--- src/rtl/dial_pkg.sv ---
// Shared types and key codes for the dial sequencer.
// Assumes a 4-bit key code coming from the keypad front end.
package dial_pkg;
    localparam int KEY_W = 4;

    typedef enum logic [2:0] {
        ST_IDLE,
        ST_BREAK,
        ST_MAKE,
        ST_GAP,
        ST_FLASH,
        ST_PAUSE,
        ST_TONE
    } dial_state_t;

    localparam logic [KEY_W-1:0] KEY_DIGIT_MAX = 4'd9;
    localparam logic [KEY_W-1:0] KEY_STAR      = 4'd10;
    localparam logic [KEY_W-1:0] KEY_HASH      = 4'd11;
    localparam logic [KEY_W-1:0] KEY_RECALL_S  = 4'd12;
    localparam logic [KEY_W-1:0] KEY_RECALL_L  = 4'd13;
    localparam logic [KEY_W-1:0] KEY_PAUSE     = 4'd14;
    localparam logic [KEY_W-1:0] KEY_NONE      = 4'd15;

    localparam logic [1:0] STRAP_HIGH = 2'b01;
endpackage

--- src/rtl/dial_fifo.sv ---
// Key queue: a circular buffer with a flush.
// Assumes push is refused when full, judged on the state before the edge.
// Pop and flush are honoured in the same cycle as they are requested.
module dial_fifo #(
    parameter int WIDTH = 4,
    parameter int DEPTH = 8
) (
    input  logic             clk,
    input  logic             rst_n,
    input  logic             flush,
    input  logic             push,
    input  logic [WIDTH-1:0] din,
    input  logic             pop,
    output logic [WIDTH-1:0] dout,
    output logic             empty,
    output logic             full
);
    localparam int AW = (DEPTH > 1) ? $clog2(DEPTH) : 1;
    localparam int CW = $clog2(DEPTH + 1);
    localparam logic [AW-1:0] LAST = AW'(DEPTH - 1);

    logic [WIDTH-1:0] mem [DEPTH];
    logic [AW-1:0]    rd_ptr, wr_ptr;
    logic [CW-1:0]    count;
    logic             do_push, do_pop;

    // Accept and release decisions.
    always_comb begin
        do_push = push && !full && !flush;
        do_pop  = pop && !empty && !flush;
    end

    assign empty = (count == '0);
    assign full  = (count == CW'(DEPTH));
    assign dout  = mem[rd_ptr];

    // Storage write; contents need no reset.
    always_ff @(posedge clk) begin
        if (do_push) mem[wr_ptr] <= din;
    end

    // Pointer and occupancy update.
    always_ff @(posedge clk) begin
        if (!rst_n || flush) begin
            rd_ptr <= '0;
            wr_ptr <= '0;
            count  <= '0;
        end else begin
            if (do_push) wr_ptr <= (wr_ptr == LAST) ? '0 : wr_ptr + 1'b1;
            if (do_pop)  rd_ptr <= (rd_ptr == LAST) ? '0 : rd_ptr + 1'b1;
            count <= count + CW'(do_push) - CW'(do_pop);
        end
    end

    AST_FIFO_FULL_DROP: assert property (@(posedge clk) disable iff (!rst_n)
        (full && push && !pop && !flush) |=> full);
    AST_FIFO_FLUSH_EMPTY: assert property (@(posedge clk) disable iff (!rst_n)
        flush |=> empty);
endmodule

--- src/rtl/dial_mode.sv ---
// Tracks whether the current call signals by pulses or by tones.
// Assumes set and clear are never requested together (the engine pops one key per cycle).
module dial_mode (
    input  logic clk,
    input  logic rst_n,
    input  logic off_hook,
    input  logic strap_open,
    input  logic set_tone,
    input  logic clr_tone,
    output logic tone_mode
);
    logic temp_tone;

    // Temporary tone flag: star sets it, recall and on-hook clear it.
    always_ff @(posedge clk) begin
        if (!rst_n || !off_hook) temp_tone <= 1'b0;
        else if (clr_tone)       temp_tone <= 1'b0;
        else if (set_tone)       temp_tone <= 1'b1;
    end

    assign tone_mode = strap_open || temp_tone;

    AST_ONHOOK_REVERT: assert property (@(posedge clk) disable iff (!rst_n)
        !off_hook |=> (tone_mode == strap_open || !$stable(strap_open)));
    AST_RECALL_REVERT: assert property (@(posedge clk) disable iff (!rst_n)
        (clr_tone && off_hook) |=> (tone_mode == strap_open || !$stable(strap_open)));
endmodule

--- src/rtl/dial_engine.sv ---
// Signalling engine: takes one queued key at a time and times the line phases
// (break, make, gap, flash, pause, tone slot) in millisecond ticks.
// Assumes ms_tick is a single-cycle pulse; a tick on the edge a phase starts is not counted.
module dial_engine
    import dial_pkg::*;
#(
    parameter int BREAK_LO_MS = 60,
    parameter int MAKE_LO_MS  = 40,
    parameter int BREAK_HI_MS = 66,
    parameter int MAKE_HI_MS  = 33,
    parameter int GAP_MS      = 800,
    parameter int RECALL_S_MS = 100,
    parameter int RECALL_L_MS = 600,
    parameter int PAUSE_MS    = 2000,
    parameter int TONE_MS     = 100
) (
    input  logic             clk,
    input  logic             rst_n,
    input  logic             off_hook,
    input  logic             ms_tick,
    input  logic [1:0]       strap_mode,
    input  logic             tone_mode,
    input  logic             q_empty,
    input  logic [KEY_W-1:0] q_data,
    output logic             q_pop,
    output logic             set_tone,
    output logic             clr_tone,
    output logic             dp_pull,
    output logic             shunt_n,
    output logic             busy,
    output logic             tone_strobe,
    output logic [KEY_W-1:0] tone_code
);
    localparam int CNT_W = $clog2(PAUSE_MS + GAP_MS + RECALL_L_MS + TONE_MS + 2);
    localparam logic [CNT_W-1:0] L_BRK_LO = CNT_W'(BREAK_LO_MS);
    localparam logic [CNT_W-1:0] L_MK_LO  = CNT_W'(MAKE_LO_MS);
    localparam logic [CNT_W-1:0] L_BRK_HI = CNT_W'(BREAK_HI_MS);
    localparam logic [CNT_W-1:0] L_MK_HI  = CNT_W'(MAKE_HI_MS);
    localparam logic [CNT_W-1:0] L_GAP    = CNT_W'(GAP_MS);
    localparam logic [CNT_W-1:0] L_RC_S   = CNT_W'(RECALL_S_MS);
    localparam logic [CNT_W-1:0] L_RC_L   = CNT_W'(RECALL_L_MS);
    localparam logic [CNT_W-1:0] L_PAUSE  = CNT_W'(PAUSE_MS);
    localparam logic [CNT_W-1:0] L_TONE   = CNT_W'(TONE_MS);
    localparam logic [CNT_W-1:0] ONE      = CNT_W'(1);

    dial_state_t      st;
    logic [CNT_W-1:0] cnt;
    logic [3:0]       pulses_left;
    logic [CNT_W-1:0] brk_len, mk_len;
    logic             is_digit, tone_key;

    // Break and make lengths follow the strap level.
    always_comb begin
        brk_len = (strap_mode == STRAP_HIGH) ? L_BRK_HI : L_BRK_LO;
        mk_len  = (strap_mode == STRAP_HIGH) ? L_MK_HI  : L_MK_LO;
    end

    // Queue pop and mode requests for the key at the head.
    always_comb begin
        q_pop    = off_hook && (st == ST_IDLE) && !q_empty;
        is_digit = (q_data <= KEY_DIGIT_MAX);
        tone_key = tone_mode && (is_digit || q_data == KEY_STAR || q_data == KEY_HASH);
        set_tone = q_pop && (q_data == KEY_STAR) && !tone_mode;
        clr_tone = q_pop && (q_data == KEY_RECALL_S || q_data == KEY_RECALL_L);
    end

    // Phase sequencer with millisecond down-counter.
    always_ff @(posedge clk) begin
        if (!rst_n) begin
            st          <= ST_IDLE;
            cnt         <= '0;
            pulses_left <= '0;
            tone_strobe <= 1'b0;
            tone_code   <= '0;
        end else begin
            tone_strobe <= 1'b0;
            if (!off_hook) begin
                st          <= ST_IDLE;
                cnt         <= '0;
                pulses_left <= '0;
            end else if (q_pop) begin
                if (tone_key) begin
                    tone_strobe <= 1'b1;
                    tone_code   <= q_data;
                    st          <= ST_TONE;
                    cnt         <= L_TONE;
                end else if (is_digit) begin
                    st          <= ST_BREAK;
                    cnt         <= brk_len;
                    pulses_left <= (q_data == '0) ? 4'd10 : q_data;
                end else if (q_data == KEY_RECALL_S) begin
                    st  <= ST_FLASH;
                    cnt <= L_RC_S;
                end else if (q_data == KEY_RECALL_L) begin
                    st  <= ST_FLASH;
                    cnt <= L_RC_L;
                end else if (q_data == KEY_PAUSE) begin
                    st  <= ST_PAUSE;
                    cnt <= L_PAUSE;
                end
            end else if (st != ST_IDLE && ms_tick) begin
                if (cnt > ONE) begin
                    cnt <= cnt - ONE;
                end else begin
                    case (st)
                        ST_BREAK: begin
                            st  <= ST_MAKE;
                            cnt <= mk_len;
                        end
                        ST_MAKE: begin
                            if (pulses_left == 4'd1) begin
                                st  <= ST_GAP;
                                cnt <= L_GAP;
                            end else begin
                                pulses_left <= pulses_left - 4'd1;
                                st          <= ST_BREAK;
                                cnt         <= brk_len;
                            end
                        end
                        default: begin
                            st  <= ST_IDLE;
                            cnt <= '0;
                        end
                    endcase
                end
            end
        end
    end

    assign dp_pull = (st == ST_BREAK) || (st == ST_FLASH);
    assign shunt_n = (st != ST_MAKE);
    assign busy    = (st != ST_IDLE);

    AST_LINE_EXCLUSIVE: assert property (@(posedge clk) disable iff (!rst_n)
        !(dp_pull && !shunt_n));
    AST_ONHOOK_QUIET: assert property (@(posedge clk) disable iff (!rst_n)
        !off_hook |=> (!busy && !dp_pull && shunt_n));
    AST_STROBE_SINGLE: assert property (@(posedge clk) disable iff (!rst_n)
        tone_strobe |=> !tone_strobe);
    AST_STROBE_BUSY: assert property (@(posedge clk) disable iff (!rst_n)
        tone_strobe |-> busy);
    AST_NO_PULSE_IN_TONE: assert property (@(posedge clk) disable iff (!rst_n)
        ((st == ST_BREAK) && ($past(st) == ST_IDLE)) |-> !$past(tone_mode));
endmodule

--- src/rtl/dial_sequencer.sv ---
// Top of the pulse and tone dial sequencer: key queue, mode tracker, signalling engine.
// Assumes key events are already debounced and one cycle long, and ms_tick is one cycle per ms.
module dial_sequencer
    import dial_pkg::*;
#(
    parameter int QUEUE_DEPTH = 8,
    parameter int BREAK_LO_MS = 60,
    parameter int MAKE_LO_MS  = 40,
    parameter int BREAK_HI_MS = 66,
    parameter int MAKE_HI_MS  = 33,
    parameter int GAP_MS      = 800,
    parameter int RECALL_S_MS = 100,
    parameter int RECALL_L_MS = 600,
    parameter int PAUSE_MS    = 2000,
    parameter int TONE_MS     = 100
) (
    input  logic       clk,
    input  logic       rst_n,
    input  logic       off_hook,
    input  logic [1:0] strap_mode,
    input  logic       ms_tick,
    input  logic       key_valid,
    input  logic [3:0] key_code,
    output logic       dp_pull,
    output logic       shunt_n,
    output logic       tone_mode,
    output logic       tone_strobe,
    output logic [3:0] tone_code,
    output logic       busy
);
    logic             q_push, q_pop, q_empty, q_full;
    logic [KEY_W-1:0] q_data;
    logic             set_tone, clr_tone;

    // Keys are queued only off-hook and only with a defined code.
    assign q_push = key_valid && off_hook && (key_code != KEY_NONE);

    dial_fifo #(.WIDTH(KEY_W), .DEPTH(QUEUE_DEPTH)) u_fifo (
        .clk   (clk),
        .rst_n (rst_n),
        .flush (!off_hook),
        .push  (q_push),
        .din   (key_code),
        .pop   (q_pop),
        .dout  (q_data),
        .empty (q_empty),
        .full  (q_full)
    );

    dial_mode u_mode (
        .clk        (clk),
        .rst_n      (rst_n),
        .off_hook   (off_hook),
        .strap_open (strap_mode[1]),
        .set_tone   (set_tone),
        .clr_tone   (clr_tone),
        .tone_mode  (tone_mode)
    );

    dial_engine #(
        .BREAK_LO_MS (BREAK_LO_MS),
        .MAKE_LO_MS  (MAKE_LO_MS),
        .BREAK_HI_MS (BREAK_HI_MS),
        .MAKE_HI_MS  (MAKE_HI_MS),
        .GAP_MS      (GAP_MS),
        .RECALL_S_MS (RECALL_S_MS),
        .RECALL_L_MS (RECALL_L_MS),
        .PAUSE_MS    (PAUSE_MS),
        .TONE_MS     (TONE_MS)
    ) u_engine (
        .clk         (clk),
        .rst_n       (rst_n),
        .off_hook    (off_hook),
        .ms_tick     (ms_tick),
        .strap_mode  (strap_mode),
        .tone_mode   (tone_mode),
        .q_empty     (q_empty),
        .q_data      (q_data),
        .q_pop       (q_pop),
        .set_tone    (set_tone),
        .clr_tone    (clr_tone),
        .dp_pull     (dp_pull),
        .shunt_n     (shunt_n),
        .busy        (busy),
        .tone_strobe (tone_strobe),
        .tone_code   (tone_code)
    );

    AST_FULL_QUEUE_HOLDS: assert property (@(posedge clk) disable iff (!rst_n)
        (q_full && off_hook && !q_pop) |=> q_full);
endmodule

--- config.mk ---
export PLATFORM = sky130hd
export DESIGN_NAME = dial_sequencer
export DESIGN_NICKNAME = d
export VERILOG_FILES = /design/src/rtl/dial_pkg.sv /design/src/rtl/dial_fifo.sv /design/src/rtl/dial_mode.sv /design/src/rtl/dial_engine.sv /design/src/rtl/dial_sequencer.sv
export SDC_FILE = /design/constraint.sdc
export NUM_CORES = 1
export LEC_CHECK = 0
export BUFFER_PORTS_ARGS = -buffer_cell sky130_fd_sc_hd__buf_4
export CAP_MARGIN = 20
export CORE_AREA = 4 4 94 96
export DETAILED_ROUTE_END_ITERATION = 12
export DIE_AREA = 0 0 98 100
export HOLD_SLACK_MARGIN = 0.02
export PLACE_DENSITY = 0.73
export SLEW_MARGIN = 20
export SYNTH_ARGS = -nofsm -noshare
export SYNTH_HDL_FRONTEND = slang
export SYNTH_SLANG_ARGS = --single-unit
--- constraint.sdc ---
create_clock -name clk -period 3.7 [get_ports clk]
set_clock_uncertainty 0.2 [all_clocks]
set_input_delay 0.74 -clock clk [delete_from_list [all_inputs] [get_ports clk]]
set_output_delay 0.74 -clock clk [all_outputs]
set_load 0.01 [all_outputs]
==> flow_metrics.tcl <==
set metrics [dict create \
    cts_buffers 9 \
    via_count 2830 \
    path_class "reg -> reg" \
    ios 20 \
    synth-seq-cells 70 \
    maxSlewHeadroom_pct 44.7 \
    core_um2 8050 \
    path_max_fanout 12 \
    ys_warn_count 0 \
    synth_top_area_share_pct 26.7 \
    pwr-share-comb_pct 51.0 \
    place_congestion 0.835 \
    grt_first_pass_wirelength_mm 13.7 \
    clock.fmax_mhz 324 \
    drive_gt1_share_pct 14.1 \
    finalCritPeriodShare_pct 83.5 \
    cts_tree "yes" \
    tns_ns 0 \
    cts-resized-gates 0 \
    antenna_left 0 \
    min_path_cells 2 \
    firstDrtPassIters 5 \
    worst_slack_ns 0.612 \
    fp.dieH_um 100 \
    cp_top_family "multiplexers" \
    multiInputGateArea_um2 1730 \
    overflow 0 \
    cp_cell_sequence "mux4_2, mux2_2, mux2_4, a41o_4, or4_1, a21oi_1" \
    setup_violations 0 \
    syn-cell-area_um2 3590 \
    status "completed" \
    r2r_setup_slack_ns 0.61 \
    drc 0 \
    rows 33 \
    synthFlopType "dfxtp_1" \
    maxCapViolations 0 \
    required_ns 3.76 \
    synthCells 361 \
    ctsLongestPathBuffers 2 \
    fp.dieW_um 98 \
    rsz0062_at_grt "no" \
    synthToLayoutAreaGrowth_pct 11.3 \
    p_leak_nw 1.42 \
    io_buffers 19 \
    power_mw 3.16 \
    synth-edff-count 32 \
    p_switching_mw 1.38 \
    synth_common_cells "38 x dfxtp_1, 32 x edfxtp_1, 30 x a21oi_1, 30 x nor2_1, 28 x nand2_1" \
    p_clk_share_pct 18.0 \
    path_clk_slew_ns 0.08 \
    ir_drop_uv 439 \
    worstSkewPairLatency_ns 0.35 \
    critical_path.max_stage_delay_ns 0.56 \
    dieArea_um2 9800 \
    nFillCells 767 \
    nNetsFinal 405 \
    internal-power_mw 1.78 \
    wirelength_mm 8.01 \
    design_area_um2 4000 \
    drv_slew 0 \
    dp_hpwl_mm 5.90 \
    synth.most_common_cell "dfxtp_1" \
    cts_setup_buffers 0 \
    grtUsageTotal_pct 17.5 \
    cts_root_buffer "clkbuf_8" \
    placed_area_um2 3820 \
    seqCellArea_um2 1720 \
    antenna_found_initial 0 \
    power_density_nw_per_um2 790 \
    ys_async_sr_fraction_pct 0 \
    finalCriticalPeriod_ns 3.09 \
    synth_top_cell_by_area "edfxtp_1" \
    ys_types 57 \
    hold_viol 0 \
    cp.arrival_ns 3.15 \
    slowest_stage "dfxtp_1" \
    crit_buf_inv 0 \
    worst_pin_slew_ns 0.828 \
    cts_max_level 3 \
    r2r_cells 6 \
    cts_sinks 70 \
    initial_core_util_pct 44.6 \
    timing.rr.end "u_engine.cnt[11]" \
    p_seq_share_pct 31.0 \
    syn_avg_cell_area_um2 9.96 \
    critical_path.endpoint_type "flip-flop" \
    num_antenna_cells 0 \
    start_kind "flip-flop" \
    min_from "u_engine.cnt[10]" \
    grt_max_degree 27 \
    synth.net_count 387 \
    swShare_pct 43.6 \
    post-place-ws_ns 0.605 \
    avgViaCountPerCell 5.79 \
    wl_per_cell_um 16.4 \
    min_to "u_engine.cnt[10]" \
    first_iter_violations 219 \
    grt_pass1_vias 2816 \
    ys_top_cells_by_area "edfxtp_1 27%, dfxtp_1 21%, ha_1 4.9%" \
    ctsHoldBuffers 0 \
    ys_seq_area_share_pct 47.9 \
    min_path_type "reg -> reg" \
]
layer usage:
metal / GRT usage (%) / share of wire, %
met5: 0 / 0
met4: 5.32 / 1.7
met3: 3.89 / 4.7
met2: 29.6 / 49
met1: 22.4 / 44
logic make-up (layout without fill, tap and decap cells):
| family | count (synthesis) | in the layout | share of synthesized area (%) |
|---|---|---|---|
| xor+xnor | 9 | 9 | 2.19 |
| compound gates | 94 | 94 | 16.5 |
| flops | 70 | 70 | 47.9 |
| buf+inv | 33 | 56 | 3.93 |
| fa+ha+maj | 15 | 15 | 5.43 |
| simple gates | 124 | 124 | 17.3 |
| mux | 16 | 16 | 6.79 |
sequential cells by signal, summed over array words and instances, names as in the netlist, named ones only:
name	count
u_fifo.mem	32
u_fifo.rd_ptr	3
u_engine.tone_code	4
u_fifo.count	4
u_engine.pulses_left	4
u_fifo.wr_ptr	3
u_engine.st	3
u_engine.cnt	12
u_mode.temp_tone	1
u_engine.tone_strobe	1
how the worst max path moves through the flow:
stage                     cells after the start      start          endpoint  slack (ns)
after detailed placement                      6  flip-flop  u_engine.cnt[11]        0.61
final                                         6  flip-flop  u_engine.cnt[11]        0.61
after global routing                          7  flip-flop   u_engine.cnt[2]        0.40
after global placement                        6  flip-flop  u_engine.cnt[11]        0.69
after CTS                                     6  flip-flop  u_engine.cnt[11]        0.59
after floorplan                              11   off_hook   u_fifo.count[2]        0.78
layout by cell type, fill, tap and decap left out, drive strengths merged, types with 5 or more instances in the layout:
master  count
dfxtp      38
edfxtp     32
nor2       30
a21oi      30
nand2      28
o21ai      25
buf        23
inv        20
nor3       18
ha         14
clkbuf      9
nand3       8
nor3b       6
mux2i       6
mux4        6
a31oi       6
xnor2       5
nor2b       5
a22oi       5
and2        5
stage by stage:
step / hold WS, ns / utilization (%) / instances
after floorplan: 0.238 / - / 361
after global placement: 0.257 / 47.5 / 473
after detailed placement: 0.255 / 47.5 / 473
after CTS: 0.268 / 49.7 / 489
after global routing: 0.297 / 49.7 / 489
final: 0.272 / 49.7 / 489
power by group through the flow:
stage	logic (mW)	clock network (mW)	registers (mW)
after floorplan	1.23	0	0.970
after global placement	1.56	0	0.988
after detailed placement	1.59	0	0.994
after CTS	1.60	0.575	0.977
after global routing	1.82	0.617	0.994
final	1.61	0.570	0.978
cell type report:
cell class,instances,area share (%)
Clock buffer,9,3.10
Clock inverter,7,1.38
Inverter,17,1.60
Multi-Input combinational cell,258,43.3
Sequential cell,70,43.0
Tap cell,105,3.28
Timing Repair Buffer,23,4.32
worst reg2reg max path, stage by stage (launching register included):
cell,delay [ns]
dfxtp_1,0.56
mux4_2,0.55
mux2_2,0.38
mux2_4,0.35
a41o_4,0.31
or4_1,0.51
a21oi_1,0.15
Note: power is estimated with default switching activity, not from simulation.
